`config.mk`:
```
export PLATFORM = sky130hd
export DESIGN_NAME = wave_dac_streamer
export DESIGN_NICKNAME = d
export VERILOG_FILES = /design/src/rtl/wave_dac_streamer.sv
export SDC_FILE = /design/constraint.sdc
export NUM_CORES = 1
export LEC_CHECK = 0
export ABC_AREA = 1
export BUFFER_PORTS_ARGS = -buffer_cell sky130_fd_sc_hd__buf_2
export CORE_AREA = 5 5 106 108
export CTS_BUF_LIST = sky130_fd_sc_hd__clkbuf_8 sky130_fd_sc_hd__clkbuf_16
export DETAILED_ROUTE_END_ITERATION = 16
export DIE_AREA = 0 0 111 113
export PLACE_DENSITY = 0.56
export REMOVE_ABC_BUFFERS = 1
export SYNTH_ARGS = -nofsm -noshare
export SYNTH_HDL_FRONTEND = slang
export SYNTH_SLANG_ARGS = --single-unit
```
`constraint.sdc`:
```
create_clock -name clk -period 5.7 [get_ports clk]
set_clock_uncertainty 0.15 [all_clocks]
set_input_delay 0.57 -clock clk [delete_from_list [all_inputs] [get_ports clk]]
set_output_delay 0.57 -clock clk [all_outputs]
set_load 0.005 [all_outputs]
```
`src/rtl/wave_dac_streamer.sv`:
```
module wave_dac_streamer #(
  parameter int DIV      = 4,
  parameter int PERIOD_W = 16
) (
  input  logic                clk,
  input  logic                rst_n,
  input  logic                enable,
  input  logic                table_mode,
  input  logic [PERIOD_W-1:0] tick_period,
  output logic                sclk,
  output logic                din,
  output logic                fs_n,
  output logic                cs_n,
  output logic                overrun
);

  localparam int         DIV_W = (DIV > 1) ? $clog2(DIV) : 1;
  localparam logic [3:0] CTRL  = 4'h4;

  typedef enum logic [2:0] {S_IDLE, S_CSLEAD, S_FSLEAD, S_SHIFT, S_GAP, S_FSTRAIL} st_t;

  function automatic logic [9:0] sine_code(input logic [4:0] k);
    case (k)
      5'd0:  sine_code = 10'd512;
      5'd1:  sine_code = 10'd612;
      5'd2:  sine_code = 10'd708;
      5'd3:  sine_code = 10'd796;
      5'd4:  sine_code = 10'd873;
      5'd5:  sine_code = 10'd937;
      5'd6:  sine_code = 10'd984;
      5'd7:  sine_code = 10'd1013;
      5'd8:  sine_code = 10'd1023;
      5'd9:  sine_code = 10'd1013;
      5'd10: sine_code = 10'd984;
      5'd11: sine_code = 10'd937;
      5'd12: sine_code = 10'd873;
      5'd13: sine_code = 10'd796;
      5'd14: sine_code = 10'd708;
      5'd15: sine_code = 10'd612;
      5'd16: sine_code = 10'd512;
      5'd17: sine_code = 10'd412;
      5'd18: sine_code = 10'd316;
      5'd19: sine_code = 10'd228;
      5'd20: sine_code = 10'd151;
      5'd21: sine_code = 10'd87;
      5'd22: sine_code = 10'd40;
      5'd23: sine_code = 10'd11;
      5'd24: sine_code = 10'd1;
      5'd25: sine_code = 10'd11;
      5'd26: sine_code = 10'd40;
      5'd27: sine_code = 10'd87;
      5'd28: sine_code = 10'd151;
      5'd29: sine_code = 10'd228;
      5'd30: sine_code = 10'd316;
      default: sine_code = 10'd412;
    endcase
  endfunction

  st_t                 state;
  logic [PERIOD_W-1:0] tmr;
  logic [DIV_W-1:0]    div_cnt;
  logic [11:0]         ramp_cnt;
  logic [4:0]          ptr;
  logic [15:0]         shreg;
  logic [2:0]          bit_cnt;
  logic                half;
  logic                second;

  wire [PERIOD_W-1:0] reload    = (tick_period == '0) ? '0 : tick_period - PERIOD_W'(1);
  wire                tick      = enable && (tmr == '0);
  wire                busy      = (state != S_IDLE);
  wire                step      = (div_cnt == DIV_W'(DIV - 1));
  wire [11:0]         ramp_next = (ramp_cnt + 12'd4) & 12'hFFC;

  assign cs_n = (state == S_IDLE);
  assign fs_n = !(state == S_FSLEAD || state == S_SHIFT || state == S_GAP);
  assign sclk = !(state == S_SHIFT && half);
  assign din  = shreg[15];

  always_ff @(posedge clk) begin
    if (!rst_n || !enable) begin
      state    <= S_IDLE;
      tmr      <= rst_n ? reload : '0;
      div_cnt  <= '0;
      ramp_cnt <= '0;
      ptr      <= '0;
      shreg    <= '0;
      bit_cnt  <= '0;
      half     <= 1'b0;
      second   <= 1'b0;
      overrun  <= 1'b0;
    end else begin
      overrun <= tick && busy;
      tmr     <= tick ? reload : tmr - PERIOD_W'(1);
      if (state == S_IDLE) begin
        div_cnt <= '0;
        if (tick) begin
          state   <= S_CSLEAD;
          bit_cnt <= '0;
          half    <= 1'b0;
          second  <= 1'b0;
          if (table_mode) begin
            shreg <= {CTRL, sine_code(ptr), 2'b00};
            ptr   <= ptr + 5'd1;
          end else begin
            shreg    <= {CTRL, ramp_next};
            ramp_cnt <= ramp_next;
          end
        end
      end else begin
        div_cnt <= step ? '0 : div_cnt + DIV_W'(1);
        if (step) begin
          case (state)
            S_CSLEAD:  state <= S_FSLEAD;
            S_FSLEAD:  state <= S_SHIFT;
            S_GAP:     state <= S_SHIFT;
            S_FSTRAIL: state <= S_IDLE;
            S_SHIFT: begin
              if (!half) begin
                half <= 1'b1;
              end else begin
                half    <= 1'b0;
                shreg   <= {shreg[14:0], 1'b0};
                bit_cnt <= bit_cnt + 3'd1;
                if (bit_cnt == 3'd7) begin
                  if (second) state <= S_FSTRAIL;
                  else begin
                    second <= 1'b1;
                    state  <= S_GAP;
                  end
                end
              end
            end
            default: state <= S_IDLE;
          endcase
        end
      end
    end
  end

endmodule

```
* Word level (Yosys, flattened, before mapping)
Memories as Yosys holds them, arrays and structs flattened. A register that Yosys moved wholly into a read port is not among the register bits. Index checks and enable logic that the tools add are counted.
Operators by class: add/sub/neg operators 6, muxes and demuxes 34, equal/unequal tests 9, bitwise gates (word level) 1, reduce and logical (&&, ||, !) cells 26
Operators with widths (count):
- 16-bit 2-to-1 mux | 9
- 16-bit zero test | 2
- 16-bit by 1-bit subtractor with 16-bit output (second input constant) | 2
- 3-bit 2-to-1 mux | 10
- 12-bit by 3-bit adder with 12-bit output (second input constant) | 1
- 12-bit 2-to-1 mux | 1
- 1-bit 2-to-1 mux | 11
- 5-bit 2-to-1 mux | 2
- 3-bit one-hot mux with 3 select lines | 1
- 3-bit AND reduction | 3
- 4-bit AND reduction | 2
- 2-bit nonzero test | 4
- 3-bit by 2-bit equality test with 1-bit output (second input constant) | 2
- 3-bit equality test (second input constant) | 2
- 5-bit by 1-bit adder with 5-bit output (second input constant) | 1
- 5-bit AND reduction | 1
- 1-bit zero test | 4
- 3-bit by 1-bit adder with 3-bit output (second input constant) | 1
- 3-bit by 1-bit equality test with 1-bit output (second input constant) | 1
- 1-bit logical AND | 3
- 3-bit zero test | 1
- 1-bit logical OR | 3
- 3-bit by 2-bit inequality test with 1-bit output (second input constant) | 1
- 3-bit inequality test (second input constant) | 1
- 7 further kinds | 7
Storage, ports and cells: memories 1, bits in registers 58, bits in read-only memories 320, output and inout port bits 5, logic and storage cells 87, input bits 20
Memories:
- (name not given) | words 32, width 10, rd ports 1, clocked after memory_dff 1, wr ports 0, line 23 | case (k)

* Depth between registers and ports, before layout
Gate-level depths: netlist of the first run.
word-level depth 6, mapped depth 18, depth with buffers taken out 18

* Worst setup path before layout of the first run
OpenSTA, ideal clock, no wires.
path type register -> register, start reg tmr[0], end reg with a tool-made name, path slack 3.406 ns, clock period less this slack 2.294 ns, data required time 5.438 ns, path buffers 0, stages on the path, launching flop included 17, arrival 2.031 ns, setup time 0.112 ns, cells stage by stage dfxtp_1 inv_1 ha_1 nand2_1 inv_1 nand2_1 nor2_4 nand3_4 nand2_1 inv_1 nor2_1 ha_1 nand3b_1 nand3_1 nand2_1 nand2_1 nand2_1
RTL lines:
- start, declared | line 60 | logic [PERIOD_W-1:0] tmr;
- start signal, assigned | line 83 | tmr <= rst_n ? reload : '0;
- start signal, assigned | line 94 | tmr <= tick ? reload : tmr - PERIOD_W'(1);

==> summary.txt, run 1 <==
Run status
  – Run status: complete, no violations

Logic synthesis
  – Post-synth ARST share: 0%
  – Synth Register Bits: 66
  – Yosys cell types: 49
  – Prevailing post-synth register cell: dfxtp_1
  – Leading post-synthesis cells by cell area: dfxtp_1 34%, nand2_1 12%, nand3_1 8.3%
  – Largest area contributor in the netlist: dfxtp_1
  – Most common cell in the netlist: nand2_1
  – YS warnings: 0
  – Top cells by count, synth: 121 x nand2_1, 66 x dfxtp_1, 65 x nand3_1, 64 x inv_1, 60 x nor2_1
  – Sequential fraction of the synthesis area: 33.6%
  – Synth Cell Area: 3940 um2
  – EDFF count, synth: 0
  – Syn Inst Count: 566
  – Syn avg cell area: 6.95 um2
  – Synth top area share: 33.6%

Global routing
  – Antenna violations before repair: 1
  – First-pass GRT wire length: 16300 um
  – Pin count of the biggest net entering global routing: 38
  – Vias in the first global route: 3463
  – GRT overflow: 0
  – Overall Global Routing Usage: 15.5%

CTS
  – # resized after CTS: 0
  – Total CTS buffers: 9
  – # Post-CTS Setup Buffers: 0
  – Sink Count: 66
  – Hold buffers post-CTS: 0
  – Clock transition at path regs: 80 ps
  – CTS max path bufs: 2
  – CTS root buf: clkbuf_8
  – CTS tree: built
  – Htree depth: 3
  – Skew-Pair Late Insertion Delay: 340 ps

Timing
  – Slew @ Worst Pin: 763 ps
  – RSZ-0062 raised after global routing: no
  – Fin. Hold Viols: 0
  – Crit path time final: 2750 ps
  – Relative slew slack: 48.9%
  – Final Setup Violations: 0
  – Tcrit/Tclk final: 48.2%
  – Final Max Slew Viols: 0
  – Setup TNS: 0 ps
  – Fmax: 364 MHz

Routing
  – Vias/cell: 5.03
  – Routed WL: 9520 um
  – Vias: 3672
  – Drt first pass iters: 4
  – DRC errors left: 0
  – DRT antenna net count: 0
  – Drt wl/cell: 13.0 um
  – Iteration-0 DRC Markers: 329

Floorplanning
  – Number of top-level pins: 25
  – Area of the core: 10100 um2
  – Die height: 113 um
  – Initial Util: 38.8%
  – Die ar.: 12500 um2
  – Floorplan row count: 37
  – Die Wd: 111 um

Finish
  – Number of diodes: 0
  – Layout Cells excl Fill: 730
  – Area growth from synthesis to layout: 11.4%
  – Share of cells above drive strength 1: 11.3%
  – Post-route cell area: 4390 um2
  – Nets: 626

Job
  – Max Cap Viol: 0

Power and ir drop
  – PnR Total Power: 1.05 mW
  – Power Density: 239 nW/um2
  – Max VDD drop: 0.110 mV
  – Lkg Pwr: 1.85 nW

Worst hold path
  – Hold WC Path Type: flip-flop to flip-flop

Placed design
  – Input/output buffers: 24
  – Gpl congestion: 0.863
  – Cell count after placement: 714
  – DP Wirelength: 7150 um
  – Post-Place Cell Area: 4170 um2

Critical path
  – Max FO, Critical Path: 37
  – Worst Path Class, Setup: input pin to flip-flop
  – Worst Path Required: 5790 ps
  – Critical path launch point type: input pin
  – Crit path DAT: 2840 ps
  – CP Capture Type: flip-flop
[power by group]
part           switching [mW]  total (mW)  internal [mW]
registers              0.0137       0.488          0.474
clock network           0.193       0.439          0.245
logic                  0.0801       0.123         0.0433
total                   0.287        1.05          0.763
[routing by layer]
layer	vias to the layer above	track usage [%]	share of wire [%]	wire, um
li1	1923	-	-	-
met1	1661	20.0	48	4540
met2	75	26.1	47	4470
met3	11	3.69	3.9	374
met4	2	4.35	1.3	127
met5	-	0	0.074	7
[final timing paths]
kind / from / end / slack, ps / cells past startpoint
worst min register to register: div_cnt[0] / div_cnt[0] / 300 / 1
worst min-delay path: div_cnt[0] / div_cnt[0] / 300 / 1
worst max-delay path: enable / flip-flop / 2950 / 11
worst max register to register: tmr[0] / flip-flop / 3060 / 16
[area by class of cell]
| cell class | count | area, um2 |
|---|---|---|
| fillers | 1037 | 5750 |
| multi-input cells | 420 | 2300 |
| flip-flops and latches | 66 | 1320 |
| inverters | 68 | 255 |
| well taps | 136 | 170 |
| clock buffers | 9 | 124 |
| repair buffers | 24 | 120 |
| clock inverters | 7 | 95.1 |
[metrics by stage]
stage	hold slack, ps	worst slack (ps)	util, %
after floorplan	257	3280	-
after global placement	268	2670	41.1
after detailed placement	273	2590	41.1
after CTS	292	2960	43.3
after global routing	311	2700	43.3
final	301	2950	43.3
[critical path: stages]
cell and delay (ps):
buf_2 120, nand2_1 310, inv_2 570, nand2_1 140, nor2_1 380, ha_1 320
nand3b_1 170, nand3_1 100, nand2_1 50, nand2_1 50, nand2_1 50
[cells in the final DEF (no fill, tap or decap), drive strengths merged, types with 6 or more instances in the layout]
cell,synthesis,routed
buf,8,24
o22ai,11,11
nor3,7,7
xor2,17,17
dfxtp,66,66
nand3,67,67
o21ai,35,35
ha,17,17
nand2,128,128
clkbuf,4,9
inv,67,68
nand4,6,6
nor2,73,73
a21oi,18,18
xnor2,8,8
[cell families after synthesis]
family	after synthesis	share of synthesized area (%)
buffers and inverters	80	7.98
AND/OR/NAND/NOR	292	34.1
flip-flops	66	33.6
XOR/XNOR	25	5.56
AO/OA/AOI/OAI	86	13.3
adder cells (fa/ha/maj)	17	5.41
Power figures use the tool's default switching activity.
==> inputs of run 2 (changes only) <==
Settings changed: ABC_AREA 1 to 0, CORE_AREA 5 5 106 108 to 5 5 104 106, DIE_AREA 0 0 111 113 to 0 0 109 111.
Clock period 5.7 ns to 2.7 ns, I/O delays scaled along.
==> summary.txt, run 2 <==
Finish
  – Area growth from synthesis to layout: 21.7%
  – Fill count: 933
  – Nets: 565
  – Finished Core Util: 47.6%
  – Most frequent cells in the layout: 64 x dfxtp_1, 57 x nand2_1, 46 x buf_4
  – Most common cell after layout, fill and taps aside: dfxtp_1
  – Share of cells above drive strength 1: 22.3%
  – Number of diodes: 0

Routing
  – Drt wl/cell: 14.0 um
  – Iteration-0 DRC Markers: 191
  – Drt first pass iters: 4
  – DRC errors left: 0
  – Vias/cell: 5.27
  – Vias: 3513
  – Routed WL: 9340 um
  – DRT antenna net count: 0

Critical path
  – Max FO, Critical Path: 6
  – Worst Path Class, Setup: flip-flop to flip-flop
  – CP max stage delay: 380 ps
  – Crit-path slowest cell: or3_4
  – CP cell instances: inv_2, ha_4, and4bb_2, nand4_1, buf_6, or3_4, a21o_4, buf_6, or3_4, o221ai_2, a21oi_1
  – Worst Path Required: 2770 ps
  – CP Capture Type: flip-flop
  – Critical path launch point type: flip-flop
  – Crit path DAT: 2690 ps

Power and ir drop
  – Internal power: 1.51 mW
  – Register share of total power: 49.0%
  – Switching Share: 27.8%
  – Clock network power share: 34.8%
  – Comb pwr share: 16.2%
  – Max VDD drop: 0.252 mV
  – Lkg Pwr: 1.72 nW
  – Net switching power: 0.584 mW
  – Power Density: 455 nW/um2

Logic synthesis
  – Sequential fraction of the synthesis area: 34.9%
  – Post-synth ARST share: 0%
  – Synth top area share: 34.9%
  – Post-synthesis compound-gate area fraction: 16.3%
  – Largest area contributor in the netlist: dfxtp_1
  – Simple-Gate Fraction of Synth Area: 25.6%
  – Yosys cell types: 58
  – Prevailing post-synth register cell: dfxtp_1
  – Most common cell in the netlist: dfxtp_1
  – Synth Register Bits: 66
  – YS warnings: 0
  – Top cells by count, synth: 66 x dfxtp_1, 58 x nand2_1, 47 x nor2_1, 26 x nand3_1, 26 x xnor2_1
  – Xor/xnor share of the synthesized area: 10.9%
  – Synth Cell Area: 3780 um2
  – Syn avg cell area: 8.10 um2
  – Syn Inst Count: 467
  – Post-synthesis adder-cell area fraction: 5.62%
  – Leading post-synthesis cells by cell area: dfxtp_1 35%, xnor2_1 6.0%, nand2_1 5.8%
  – Largest family of logic cells by synthesized area: simple AND/OR/NAND/NOR gates
  – EDFF count, synth: 0
  – Post-synthesis mux area share: 1.59%

Timing
  – Final Max Slew Viols: 0
  – Crit path time final: 2610 ps
  – Final WS setup: 86.3 ps
  – Slew @ Worst Pin: 531 ps
  – Setup TNS: 0 ps
  – Relative slew slack: 64.5%
  – Fin. Hold Viols: 0
  – Tcrit/Tclk final: 96.8%
  – Hold_ws: 16.3 ps
  – Final Setup Violations: 0
  – Fmax: 383 MHz

Placed design
  – Setup slack at placement: -38.5 ps
  – DP Wirelength: 6940 um
  – Input/output buffers: 24
  – Gpl congestion: 0.850

Floorplanning
  – Die Wd: 109 um
  – Initial Util: 39.1%
  – Area of the core: 9680 um2
  – Floorplan row count: 36
  – Die height: 111 um
  – Die ar.: 12100 um2
  – Number of top-level pins: 25

Global routing
  – Pin count of the biggest net entering global routing: 30
  – Vias in the first global route: 3323
  – Overall Global Routing Usage: 15.8%
  – First-pass GRT wire length: 15700 um
  – GRT overflow: 0
  – Antenna violations before repair: 0

CTS
  – Clock transition at path regs: 70 ps
  – CTS root buf: clkbuf_8
  – Hold buffers post-CTS: 0
  – CTS max path bufs: 2
  – Total CTS buffers: 9
  – Sink Count: 66
  – CTS tree: built
  – Htree depth: 3
  – Skew-Pair Late Insertion Delay: 340 ps

Run status
  – Run status: complete, no violations

Worst hold path
  – Hold WC Path Type: input pin to flip-flop

Job
  – Max Cap Viol: 0
## run 2: changes by cell type in the layout (fill, tap and decap cells not counted), moves of 6 or more
cell | previous run | this run
o21ai_0 | 30 | 15
inv_1 | 65 | 10
nor2_1 | 60 | 45
nand2_1 | 121 | 57
nor4_1 | 3 | 12
nand3_1 | 65 | 25
mux2i_1 | 0 | 6
nor3_1 | 7 | 14
buf_4 | 0 | 46
nor2_2 | 10 | 2
xnor2_1 | 8 | 25
## run 2: metal layers
layer  up-vias  part of all wire (%)  GRT usage, %
met5         -                     0             0
met4         0                   1.6          5.47
met3        11                   2.6          2.45
met2        68                    47          24.6
met1      1659                    49          22.1
li1       1775                     -             -
## run 2: logic make-up after synthesis
family	Yosys count
xor+xnor	47
mux	6
compound gates	94
fa+ha+maj	17
simple gates	198
buf+inv	39
flops	66
## run 2: power groups by stage
stage | clock network (mW) | logic, mW | registers [mW]
after floorplan | 0 | 0.176 | 1.06
after global placement | 0 | 0.317 | 1.05
after detailed placement | 0 | 0.318 | 1.05
after CTS | 0.756 | 0.320 | 1.03
after global routing | 0.798 | 0.374 | 1.03
final | 0.730 | 0.339 | 1.03
## run 2: area by class of cell
cell class	instances	area, um2	share of cell area (%)
multi-input combinational	362	2350	51.0
sequential	66	1320	28.7
timing repair buffer	75	533	11.6
tap	133	166	3.61
clock buffer	10	138	2.99
inverter	14	62.6	1.36
clock inverter	6	33.8	0.733
## run 2: timing repair
item / in CTS / in global routing
setup endpoints to repair: 4 / 10
gates resized for setup: 1 / 26
gates cloned: 0 / 1
pin swaps: 0 / 8
setup buffers: 0 / 6
## run 2: worst paths after layout
check                                     from    endpoint  slack, ps  cells after the start
worst min-delay path            tick_period[0]      tmr[0]         20                      2
worst max register to register          tmr[1]   flip-flop         90                     11
worst min register to register      div_cnt[0]  div_cnt[0]        280                      1
worst max-delay path                    tmr[1]   flip-flop         90                     11
## run 2: critical path: cells and delay by family (launching register included)
| kind | cells | cell delay (ps) |
|---|---|---|
| flip-flops | 1 | 330 |
| adder cells (fa/ha/maj) | 1 | 120 |
| AO/OA/AOI/OAI | 3 | 390 |
| buffers and inverters | 3 | 380 |
| AND/OR/NAND/NOR | 4 | 1130 |
## run 2: through the flow
stage          area [um2]  power, mW  instances
4_1_cts              4470       2.10        659
5_1_grt              4610       2.20        666
6_report             4610       2.10        666
3_5_place_dp         4290       1.37        643
3_3_place_gp         4290       1.37        643
2_1_floorplan        3650       1.23        442
==> inputs of run 3 (changes only) <==
Settings changed: MAX_ROUTING_LAYER set to met4.
==> summary.txt, run 3 (synthesis results as in run 2) <==
Run status
  – Run status: complete, no violations

Timing
  – Hold_ws: 32.3 ps
  – Crit path time final: 2620 ps
  – Relative slew slack: 64.6%
  – Tcrit/Tclk final: 96.9%
  – Final WS setup: 84.2 ps
  – Final Max Slew Viols: 0
  – RSZ-0062 raised after global routing: yes
  – Fin. Hold Viols: 0
  – Slew @ Worst Pin: 529 ps
  – Fmax: 382 MHz
  – Final Setup Violations: 0

Critical path
  – Register-to-register setup slack: 80 ps
  – Max FO, Critical Path: 9
  – Critical path launch point type: flip-flop
  – CP top delay family: simple AND/OR/NAND/NOR gates
  – WP buf/inv: 3
  – Origin of the worst setup path: tmr[1]
  – Reg2reg start: tmr[1]
  – Crit path DAT: 2690 ps
  – Crit-path slowest cell: or3_1
  – Worst Path Required: 2770 ps
  – Most frequent cell on the critical path: or3_1
  – CP Capture Type: flip-flop
  – CP max stage delay: 350 ps
  – Worst Path Class, Setup: flip-flop to flip-flop
  – CP cell instances: inv_1, ha_1, and4bb_2, nand4_1, buf_4, or3_1, a21o_2, buf_12, or3_1, o221ai_1, a21oi_2

CTS
  – CTS max path bufs: 2
  – Htree depth: 3
  – CTS root buf: clkbuf_8
  – Skew-Pair Late Insertion Delay: 340 ps
  – Sink Count: 66
  – Total CTS buffers: 9
  – CTS tree: built
  – Hold buffers post-CTS: 0
  – Clock transition at path regs: 70 ps

Global routing
  – First-pass GRT wire length: 15800 um
  – Antenna violations before repair: 0
  – GRT overflow: 0
  – Overall Global Routing Usage: 16.5%
  – Vias in the first global route: 3355
  – Pin count of the biggest net entering global routing: 35

Routing
  – Routed wl met3: 261 um
  – M1 wire length: 4560 um
  – Drt first pass iters: 4
  – Iteration-0 DRC Markers: 150
  – Top Metal Used: met4
  – Vias: 3420
  – Wire length on met2: 4450 um
  – DRC errors left: 0
  – DRT antenna net count: 0
  – Drt wl/cell: 14.1 um
  – Routed WL: 9360 um
  – Vias/cell: 5.14

Finish
  – Nets: 565
  – Most frequent cells in the layout: 66 x dfxtp_1, 58 x nand2_1, 48 x buf_4
  – Number of diodes: 0
  – Finished Core Util: 48.0%
  – Layout Cells excl Fill: 666
  – Area growth from synthesis to layout: 22.7%
  – Most common cell after layout, fill and taps aside: dfxtp_1
  – Post-route cell area: 4650 um2
  – Share of cells above drive strength 1: 21.2%

Placed design
  – Gpl congestion: 0.850
  – Input/output buffers: 24
  – Post-Place Cell Area: 4320 um2
  – Cell count after placement: 647
  – DP Wirelength: 7130 um
  – Setup slack at placement: 53.6 ps

Floorplanning
  – Floorplan row count: 36
  – Die height: 111 um
  – Number of top-level pins: 25
  – Die ar.: 12100 um2
  – Die Wd: 109 um
  – Initial Util: 39.1%
  – Area of the core: 9680 um2

Power and ir drop
  – Max VDD drop: 0.272 mV
  – Lkg Pwr: 1.75 nW
  – Power Density: 517 nW/um2

Worst hold path
  – Hold Startpoint: tick_period[0]
  – Hold WC Path Type: input pin to flip-flop

Job
  – Max Cap Viol: 0
==> run 3: report_power, final <==
| group | internal, mW | total (mW) | switching, mW |
|---|---|---|---|
| Clock | 0.661 | 1.04 | 0.378 |
| Combinational | 0.159 | 0.336 | 0.177 |
| Sequential | 1.00 | 1.03 | 0.0260 |
| Total | 1.82 | 2.40 | 0.581 |
==> run 3: routing by layer <==
| layer | track usage (%) | up-vias |
|---|---|---|
| met4 | 4.55 | 0 |
| met2 | 25.2 | 34 |
| met1 | 22.0 | 1604 |
| li1 | - | 1775 |
| met5 | - | - |
| met3 | 3.49 | 7 |
==> run 3: final timing paths <==
check               end  cells after the start
max           flip-flop                     11
max reg2reg   flip-flop                     11
min reg2reg  div_cnt[0]                      1
min              tmr[0]                      2
==> run 3: layout make-up <==
cell class / instances / area, um2
Clock inverter: 5 / 101
Tap cell: 133 / 166
Timing Repair inverter: 1 / 7.51
Sequential cell: 66 / 1320
Multi-Input combinational cell: 362 / 2320
Inverter: 14 / 60.1
Fill cell: 956 / 5040
Timing Repair Buffer: 74 / 520
Clock buffer: 11 / 151
==> run 3: repair_timing <==
| item | in CTS | in global routing |
|---|---|---|
| setup buffers | 0 | 2 |
| endpoints found under the hold margin | 0 | 0 |
| endpoints found under the setup margin | 0 | 13 |
| gates resized for setup | 0 | 17 |
==> run 3: per-stage QoR <==
stage,total power [mW],setup TNS [ps]
2_1_floorplan,1.23,-2230
4_1_cts,2.41,0
5_1_grt,2.50,-80.4
6_report,2.40,0
3_5_place_dp,1.37,0
3_3_place_gp,1.37,0
